### config.mk
export PLATFORM = sky130hd
export DESIGN_NAME = fpu_csr
export DESIGN_NICKNAME = d
export VERILOG_FILES = /design/src/rtl/fcsr_pkg.sv /design/src/rtl/fcsr_mode_reg.sv /design/src/rtl/fcsr_flag_bank.sv /design/src/rtl/fcsr_trap_gen.sv /design/src/rtl/fpu_csr.sv
export SDC_FILE = /design/constraint.sdc
export NUM_CORES = 1
export LEC_CHECK = 0
export ABC_AREA = 0
export BUFFER_PORTS_ARGS = -buffer_cell sky130_fd_sc_hd__buf_2
export CAP_MARGIN = 20
export CORE_MARGIN = 3
export CORE_UTILIZATION = 37
export DETAILED_ROUTE_END_ITERATION = 12
export GPL_TIMING_DRIVEN = 0
export PLACE_DENSITY = 0.78
export SLEW_MARGIN = 20
export SYNTH_ARGS = -nofsm -noshare
export SYNTH_HDL_FRONTEND = slang
export SYNTH_SLANG_ARGS = --single-unit
### constraint.sdc
create_clock -name clk -period 1.4 [get_ports clk]
set_clock_uncertainty 0.15 [all_clocks]
set_input_delay 0.28 -clock clk [delete_from_list [all_inputs] [get_ports clk]]
set_output_delay 0.28 -clock clk [all_outputs]
set_load 0.05 [all_outputs]
### src/rtl/fcsr_pkg.sv
// Package: fcsr_pkg
// Shared field layout and types for the floating-point control/status word.
// Assumes a 32-bit word and five exception causes.
package fcsr_pkg;
    localparam int NCAUSE   = 5;
    localparam int CSR_W    = 32;
    localparam int RM_W     = 2;
    localparam int RM_LSB   = 0;
    localparam int STK_LSB  = RM_LSB + RM_W;
    localparam int ENA_LSB  = STK_LSB + NCAUSE;
    localparam int CAU_LSB  = ENA_LSB + NCAUSE;
    localparam int COND_BIT = 23;

    // Cause bit positions inside every five-bit field
    localparam int C_INEXACT   = 0;
    localparam int C_UNDERFLOW = 1;
    localparam int C_OVERFLOW  = 2;
    localparam int C_DIVZERO   = 3;
    localparam int C_INVALID   = 4;

    typedef logic [NCAUSE-1:0] cause_vec_t;

    typedef enum logic [RM_W-1:0] {
        RM_NEAREST = 2'b00,
        RM_ZERO    = 2'b01,
        RM_PLUSINF = 2'b10,
        RM_MININF  = 2'b11
    } rmode_e;
endpackage

### src/rtl/fcsr_mode_reg.sv
// Module: fcsr_mode_reg
// Holds the rounding mode and the compare condition bit.
// Assumes that a CPU write has priority over a coinciding compare strobe.
module fcsr_mode_reg
    import fcsr_pkg::*;
(
    input  logic            clk,
    input  logic            rst_n,
    input  logic            wr_en,
    input  rmode_e          wr_rmode,
    input  logic            wr_cond,
    input  logic            cmp_valid,
    input  logic            cmp_result,
    output rmode_e          rmode_q,
    output logic            cond_q
);

    // Rounding mode: reset to nearest-even, loaded only by CPU writes
    always_ff @(posedge clk) begin
        if (!rst_n)     rmode_q <= RM_NEAREST;
        else if (wr_en) rmode_q <= wr_rmode;
    end

    // Condition bit: CPU write first, then compare outcome
    always_ff @(posedge clk) begin
        if (!rst_n)         cond_q <= 1'b0;
        else if (wr_en)     cond_q <= wr_cond;
        else if (cmp_valid) cond_q <= cmp_result;
    end

    assert_rmode_hold_R3: assert property (@(posedge clk) disable iff (!rst_n)
        !wr_en |=> $stable(rmode_q));
    assert_cond_cmp_R6: assert property (@(posedge clk) disable iff (!rst_n)
        (cmp_valid && !wr_en) |=> (cond_q == $past(cmp_result)));
    assert_cond_hold_R6: assert property (@(posedge clk) disable iff (!rst_n)
        (!cmp_valid && !wr_en) |=> $stable(cond_q));
    assert_write_wins_R10: assert property (@(posedge clk) disable iff (!rst_n)
        wr_en |=> (rmode_q == $past(wr_rmode)) && (cond_q == $past(wr_cond)));

endmodule

### src/rtl/fcsr_flag_bank.sv
// Module: fcsr_flag_bank
// Per-cause cause, sticky and enable bits, one generated cell per cause.
// Assumes that a CPU write overrides a coinciding operation strobe.
module fcsr_flag_bank
    import fcsr_pkg::*;
#(
    parameter int N = NCAUSE
)(
    input  logic         clk,
    input  logic         rst_n,
    input  logic         wr_en,
    input  logic [N-1:0] wr_cause,
    input  logic [N-1:0] wr_sticky,
    input  logic [N-1:0] wr_enable,
    input  logic         exc_valid,
    input  logic [N-1:0] exc_flags,
    output logic [N-1:0] cause_q,
    output logic [N-1:0] sticky_q,
    output logic [N-1:0] enable_q
);

    for (genvar gi = 0; gi < N; gi++) begin : g_cell
        // Cause bit: overwritten by every completed operation
        always_ff @(posedge clk) begin
            if (!rst_n)         cause_q[gi] <= 1'b0;
            else if (wr_en)     cause_q[gi] <= wr_cause[gi];
            else if (exc_valid) cause_q[gi] <= exc_flags[gi];
        end

        // Sticky bit: accumulates until software rewrites it
        always_ff @(posedge clk) begin
            if (!rst_n)                         sticky_q[gi] <= 1'b0;
            else if (wr_en)                     sticky_q[gi] <= wr_sticky[gi];
            else if (exc_valid && exc_flags[gi]) sticky_q[gi] <= 1'b1;
        end

        // Enable bit: software-owned
        always_ff @(posedge clk) begin
            if (!rst_n)     enable_q[gi] <= 1'b0;
            else if (wr_en) enable_q[gi] <= wr_enable[gi];
        end
    end

    assert_cause_load_R4: assert property (@(posedge clk) disable iff (!rst_n)
        (exc_valid && !wr_en) |=> (cause_q == $past(exc_flags)));
    assert_sticky_keep_R5: assert property (@(posedge clk) disable iff (!rst_n)
        !wr_en |=> ((sticky_q & $past(sticky_q)) == $past(sticky_q)));
    assert_sticky_gain_R5: assert property (@(posedge clk) disable iff (!rst_n)
        (exc_valid && !wr_en) |=> ((sticky_q & $past(exc_flags)) == $past(exc_flags)));
    assert_idle_ignore_R11: assert property (@(posedge clk) disable iff (!rst_n)
        (!exc_valid && !wr_en) |=> ($stable(cause_q) && $stable(sticky_q) && $stable(enable_q)));

endmodule

### src/rtl/fcsr_trap_gen.sv
// Module: fcsr_trap_gen
// Registered one-cycle trap request, aligned with the cause update.
// Assumes that operation causes are gated by the enables already held.
module fcsr_trap_gen
    import fcsr_pkg::*;
#(
    parameter int N = NCAUSE
)(
    input  logic         clk,
    input  logic         rst_n,
    input  logic         wr_en,
    input  logic [N-1:0] wr_cause,
    input  logic [N-1:0] wr_enable,
    input  logic         exc_valid,
    input  logic [N-1:0] exc_flags,
    input  logic [N-1:0] enable_q,
    output logic         trap_q
);

    logic hit_wr;
    logic hit_exc;

    // Detect an enabled cause in the incoming event
    always_comb begin
        hit_wr  = |(wr_cause & wr_enable);
        hit_exc = |(exc_flags & enable_q);
    end

    // Trap pulse: one cycle per triggering event
    always_ff @(posedge clk) begin
        if (!rst_n)         trap_q <= 1'b0;
        else if (wr_en)     trap_q <= hit_wr;
        else if (exc_valid) trap_q <= hit_exc;
        else                trap_q <= 1'b0;
    end

    assert_trap_source_R7: assert property (@(posedge clk) disable iff (!rst_n)
        trap_q |-> $past(wr_en || exc_valid));
    assert_trap_gated_R8: assert property (@(posedge clk) disable iff (!rst_n)
        (exc_valid && !wr_en && ((exc_flags & enable_q) == '0)) |=> !trap_q);
    assert_trap_cpu_R9: assert property (@(posedge clk) disable iff (!rst_n)
        (wr_en && ((wr_cause & wr_enable) != '0)) |=> trap_q);

endmodule

### src/rtl/fpu_csr.sv
// Module: fpu_csr
// Floating-point control/status word: rounding mode, condition bit,
// cause/sticky/enable exception fields and trap request.
// Assumes single-cycle strobes from the arithmetic and compare units.
module fpu_csr
    import fcsr_pkg::*;
(
    input  logic                clk,
    input  logic                rst_n,
    input  logic                op_done,
    input  logic [NCAUSE-1:0]   op_flags,
    input  logic                cmp_done,
    input  logic                cmp_true,
    input  logic                cpu_wr,
    input  logic [CSR_W-1:0]    cpu_wdata,
    output logic [CSR_W-1:0]    cpu_rdata,
    output logic [RM_W-1:0]     rmode,
    output logic                cond,
    output logic                trap_req
);

    cause_vec_t w_cause, w_sticky, w_enable;
    rmode_e     w_rmode;
    cause_vec_t cause_q, sticky_q, enable_q;
    rmode_e     rmode_q;
    logic       cond_q;

    // Unpack the CPU write word into fields
    always_comb begin
        w_rmode  = rmode_e'(cpu_wdata[RM_LSB +: RM_W]);
        w_sticky = cpu_wdata[STK_LSB +: NCAUSE];
        w_enable = cpu_wdata[ENA_LSB +: NCAUSE];
        w_cause  = cpu_wdata[CAU_LSB +: NCAUSE];
    end

    fcsr_mode_reg u_mode (
        .clk        (clk),
        .rst_n      (rst_n),
        .wr_en      (cpu_wr),
        .wr_rmode   (w_rmode),
        .wr_cond    (cpu_wdata[COND_BIT]),
        .cmp_valid  (cmp_done),
        .cmp_result (cmp_true),
        .rmode_q    (rmode_q),
        .cond_q     (cond_q)
    );

    fcsr_flag_bank #(.N(NCAUSE)) u_flags (
        .clk       (clk),
        .rst_n     (rst_n),
        .wr_en     (cpu_wr),
        .wr_cause  (w_cause),
        .wr_sticky (w_sticky),
        .wr_enable (w_enable),
        .exc_valid (op_done),
        .exc_flags (op_flags),
        .cause_q   (cause_q),
        .sticky_q  (sticky_q),
        .enable_q  (enable_q)
    );

    fcsr_trap_gen #(.N(NCAUSE)) u_trap (
        .clk       (clk),
        .rst_n     (rst_n),
        .wr_en     (cpu_wr),
        .wr_cause  (w_cause),
        .wr_enable (w_enable),
        .exc_valid (op_done),
        .exc_flags (op_flags),
        .enable_q  (enable_q),
        .trap_q    (trap_req)
    );

    // Pack the fields into the read word; unused bits read zero
    always_comb begin
        cpu_rdata                       = '0;
        cpu_rdata[RM_LSB +: RM_W]       = rmode_q;
        cpu_rdata[STK_LSB +: NCAUSE]    = sticky_q;
        cpu_rdata[ENA_LSB +: NCAUSE]    = enable_q;
        cpu_rdata[CAU_LSB +: NCAUSE]    = cause_q;
        cpu_rdata[COND_BIT]             = cond_q;
    end

    // Drive the side outputs
    always_comb begin
        rmode = rmode_q;
        cond  = cond_q;
    end

    assert_reset_clear_R1: assert property (@(posedge clk)
        !rst_n |=> (cpu_rdata == '0) && !trap_req);
    assert_ovf_quiet_R8: assert property (@(posedge clk) disable iff (!rst_n)
        (op_done && !cpu_wr && op_flags[C_OVERFLOW] && !enable_q[C_OVERFLOW]
         && ((op_flags & enable_q) == '0))
        |=> !trap_req && cause_q[C_OVERFLOW] && sticky_q[C_OVERFLOW]);

endmodule

## Yosys cells after proc, flatten, opt, wreduce, memory -nomap -nowiden

Cells that the tools add are included.

- Bitwise logic cells: 2
- Reduce and logical (&&, ||, !) cells: 14
- Multiplexer cells: 24

Operator list:

| kind | number |
|---|---|
| 2-to-1 mux 1 bit | 24 |
| nonzero test 2 bit | 7 |
| bitwise AND 5 bit | 2 |
| OR reduction 5 bit | 2 |
| logical AND 1 bit | 5 |

- Input port bits: 43
- Register bits after elaboration: 19
- Word-level logic and storage cells: 58
- Output and inout bits: 36

## Longest topological paths before layout

- Depth in word-level cells: 4
- Gate-level depth with buffers: 5
- Mapped depth without buffers: 3

## Modules after synthesis

Synthesis repeated with hierarchy kept, for this count alone.

- Cells, all modules: 96
- Area total of the unflattened synthesis: 1011.0 um^2

Modules (own cells, without submodules):

| module | times used | cells each | area an instance (um^2) | sequential area each (um^2) |
|---|---|---|---|---|
| fcsr_flag_bank | 1 | 59 | 680.7 | 300.3 |
| fpu_csr | 1 | 18 | 131.4 | 0.0 |
| fcsr_mode_reg | 1 | 10 | 120.1 | 60.1 |
| fcsr_trap_gen | 1 | 9 | 78.8 | 20.0 |

## Worst setup path before layout

No wires, ideal clock.

- Kind: flip-flop to flip-flop
- From: register u_flags.enable_q[2]
- To: register u_trap.trap_q
- Library setup time: 116 ps
- Clock period less this slack: 1388 ps
- Arrival time: 1122 ps
- Path buffers: 0
- Stages on the path, launching flop included: 4
- Slack: 12 ps
- Required time: 1134 ps
- Cell sequence: dfxtp_1 -> a222oi_1 -> nand2_1 -> a41o_1

- Word-level cells in the longest chain between the ends: 4

RTL lines:

| element | RTL line | RTL |
|---|---|---|
| start, declared | fcsr_flag_bank.sv:19 | `output logic [N-1:0] enable_q` |
| start signal, assigned by index | fcsr_flag_bank.sv:40 | `else if (wr_en) enable_q[gi] <= wr_enable[gi];` |
| bitwise AND 5 bit | fcsr_trap_gen.sv:26 | `hit_exc = \|(exc_flags & enable_q);` |
| OR reduction 5 bit | fcsr_trap_gen.sv:26 |  |
| 2-to-1 mux 1 bit | fcsr_trap_gen.sv:33 | `else if (exc_valid) trap_q <= hit_exc;` |
| 2-to-1 mux 1 bit | fcsr_trap_gen.sv:32 | `else if (wr_en) trap_q <= hit_wr;` |
| end signal, assigned | fcsr_trap_gen.sv:32 |  |
| end signal, assigned | fcsr_trap_gen.sv:33 |  |
| end, declared | fcsr_trap_gen.sv:17 | `output logic trap_q` |

Every way passes these cells.
A chain may end at the register's enable or synchronous reset.

## Worst setup path in the final report

- From: register u_mode.rmode_q[1]
- To: output cpu_rdata[1]

RTL lines:

| element | RTL line | RTL |
|---|---|---|
| start, declared | fcsr_mode_reg.sv:14 | `output rmode_e rmode_q,` |
| start signal, assigned | fcsr_mode_reg.sv:21 | `else if (wr_en) rmode_q <= wr_rmode;` |
| end, declared | fpu_csr.sv:16 | `output logic [CSR_W-1:0] cpu_rdata,` |

No word-level cell between the ends.

==> run_results.csv <==
group,metric,value,unit
setup_path,cp_num_buf_inv,1,
logic_synthesis,netlist_area,922.1,um^2
placement,port_buffers,48,
pwr,p_sw_share,38.75,%
clock_tree,htree_levels,1,
timing,drv_slew,0,
placement,placed_cells,188,
outcome,status,"finished, final reports clean",
min_path,min_to,"u_mode.cond_q",
final_layout,fin_nets,208,
pwr,power_report.internal_total,849.8,uW
setup_path,slowest_delay,0.36,ns
grt,grtUsageTotal,16.45,%
clock_tree,cts_buffers,3,
floorplanning,start_util,40.14,%
pwr,comb_power_share,36.1,%
final_layout,multi_input_area,422.9,um^2
clock_tree,clkTransAtPathRegs,0.11,ns
setup_path,end_kind,"primary output",
pwr,p_seq_share,43.5,%
grt,gr-total-overflow,0,
timing,setup_ws,0.05086,ns
timing,fin_crit_sh,96.37,%
final_layout,layoutNonFillerInstCount,192,
floorplanning,die-area,3127,um^2
setup_path,worstSetupPathType,"flip-flop to primary output",
timing,final.setup.tns,0,ns
clock_tree,cts_root_buf,"clkbuf_4",
placement,gp_congestion,0.8082,
detailed_routing,via_per_inst,4.708,
floorplanning,io_pins,79,
floorplanning,core,2297,um^2
placement,post-dp-hpwl,1874,um
grt,antenna_found_initial,0,
setup_path,critPathTopFamily,"flip-flops",
min_path,holdCritStartpoint,"cpu_wdata[23]",
detailed_routing,vias,904,
pwr,p_leak,0.0007167,uW
detailed_routing,postRouteAntennaNets,0,
setup_path,r2r_slack,0.16,ns
logic_synthesis,avgSynthCellArea,9.314,um^2
detailed_routing,finalWirelength,2444,um
grt,grt_pass1_wl,4050,um
setup_path,crit_arrival,0.92,ns
min_path,min_path_type,"primary input to flip-flop",
placement,post-place-ws,0.04326,ns
setup_path,crit_path_start_kind,"flip-flop",
pwr,finalPower,1387,uW
setup_path,crit_start,"u_mode.rmode_q[1]",
logic_synthesis,ys_ff_latch,19,
grt,first_global_vias,943,
pwr,p_clk_share,20.4,%
detailed_routing,drt_pre_antenna_iters,4,
logic_synthesis,synthCells,99,
pwr,power_switching,537.6,uW
floorplanning,placementRows,17,
setup_path,slowest_stage,"dfxtp_2",
pwr,peakVddDrop,804.3,uV
floorplanning,die_x,55.92,um
timing,clock.fmax,741.2,MHz
final_layout,final_common_cell,"buf_2",
logic_synthesis,ys.warnings.count,0,
timing,setup_viol,0,
setup_path,worstPathCellList,"buf_2",
final_layout,fillers,250,
clock_tree,clk_latency,0.30,ns
clock_tree,cts_buffer_depth,2,
setup_path,cp.required,0.97,ns
clock_tree,tritoncts,"done",
detailed_routing,drtIter0Drc,10,
min_path,hold_depth,2,
detailed_routing,drc,0,
timing,hold_viol_final,0,
final_layout,drive_above_1_share,46.34,%
final_layout,seqCellArea,384.1,um^2
setup_path,rr_endpoint,"u_trap.trap_q",
logic_synthesis,ys_seq_area_share,41.25,%
setup_path,crit_fanout,3,
final_layout,n_antenna_cell,0,
final_layout,final_cell_mix,"buf_2, buf_4, a21oi_1, dfxtp_1, conb_1",
logic_synthesis,synth_cell_types,17,
timing,rsz0062_at_grt,"no",
detailed_routing,wl_per_cell,12.73,um
setup_path,reg2reg_depth,3,
pwr,power_density,1041,nW/um^2
timing,period_minus_slack,1.349,ns
grt,grt_max_degree,12,
setup_path,r2r_start,"u_flags.enable_q[3]",
clock_tree,clock_sinks,19,
job,maxCapViolCount,0,
final_layout,areaGrowthSynthToFinish,44.51,%
floorplanning,die_h,55.92,um
==> worst register-to-register path, cell delays in order (launching register included) <==
cell      delay [ns]
dfxtp_1         0.35
a222oi_1        0.31
nand2_1         0.10
a41o_1          0.24
==> synth_stat cells, drive strengths merged <==
| master | instances | area [um^2] |
|---|---|---|
| a222oi | 2 | 20.02 |
| buf | 22 | 160.1 |
| nand2 | 3 | 11.26 |
| clkbuf | 1 | 3.750 |
| inv | 1 | 3.750 |
| a41o | 1 | 10.01 |
| o21ai | 10 | 50.05 |
| mux2i | 13 | 130.1 |
| o211a | 1 | 10.01 |
| dfxtp | 19 | 380.4 |
| a21oi | 16 | 80.08 |
| conb | 1 | 3.750 |
| nor2b | 7 | 43.79 |
| a22oi | 2 | 15.01 |
==> power groups by stage <==
stage | clock [uW] | sequential (uW) | combinational, uW
5_1_grt | 331 | 610 | 530
3_3_place_gp | 0 | 611 | 469
6_report | 283 | 604 | 501
4_1_cts | 295 | 601 | 480
3_5_place_dp | 0 | 613 | 476
2_1_floorplan | 0 | 746 | 233
==> routing by layer <==
layer	vias up	part of all wire, %	global-route usage, %
met2	42	52	29.90
met3	7	7.7	3.248
li1	449	-	-
met4	0	3.0	11.19
met1	406	37	16.74
met5	-	0	0
==> registers in the layout (all words and copies together), names as in the netlist <==
register / count
u_mode.cond_q: 1
u_flags.sticky_q: 5
u_mode.rmode_q: 2
u_flags.cause_q: 5
u_trap.trap_q: 1
u_flags.enable_q: 5
==> logic make-up (layout without fill, tap and decap cells) <==
family | Yosys count | in the layout | share of synthesized area, %
muxes | 13 | 13 | 14.11
buffers and inverters | 24 | 76 | 18.18
and+or+nand+nor | 10 | 10 | 5.970
AOI/OAI and AO/OA | 32 | 32 | 20.08
other | 1 | 14 | 0.4067
DFF | 19 | 19 | 41.25
==> stage by stage <==
step	hold slack, ns	utilization (%)	instance area [um^2]
finish	0.04714	58.01	1333
detailed placement	0.3571	54.25	1246
CTS	0.03775	55.94	1285
global route	0.03252	58.01	1333
floorplan	0.2678	-	970.9
global placement	0.3519	54.25	1246
==> timing repair <==
action                                  4_1_cts  5_1_grt
hold buffers                                  0        0
endpoints found under the setup margin        5       18
buffers inserted                              0        0
endpoints found under the hold margin         0        0
resized for setup                             5       22
==> cell type report <==
cell class / instances / share of cell area (%)
clock buffer: 3 / 1.690
multi-input combinational: 69 / 31.74
inverter: 1 / 0.2817
tap: 28 / 2.629
timing repair buffer: 48 / 22.16
sequential: 19 / 28.83
buffer: 23 / 12.30
clock inverter: 1 / 0.3756
==> how the worst max path moves through the flow <==
stage,to,slack [ns],cells after the start
floorplan,u_trap.trap_q,0.01,3
global placement,u_trap.trap_q,0.06,4
detailed placement,u_trap.trap_q,0.04,4
CTS,cpu_rdata[8],0.005,1
global route,cpu_rdata[15],0.003,1
finish,cpu_rdata[1],0.05,1
(Power assumes the default switching activity.)
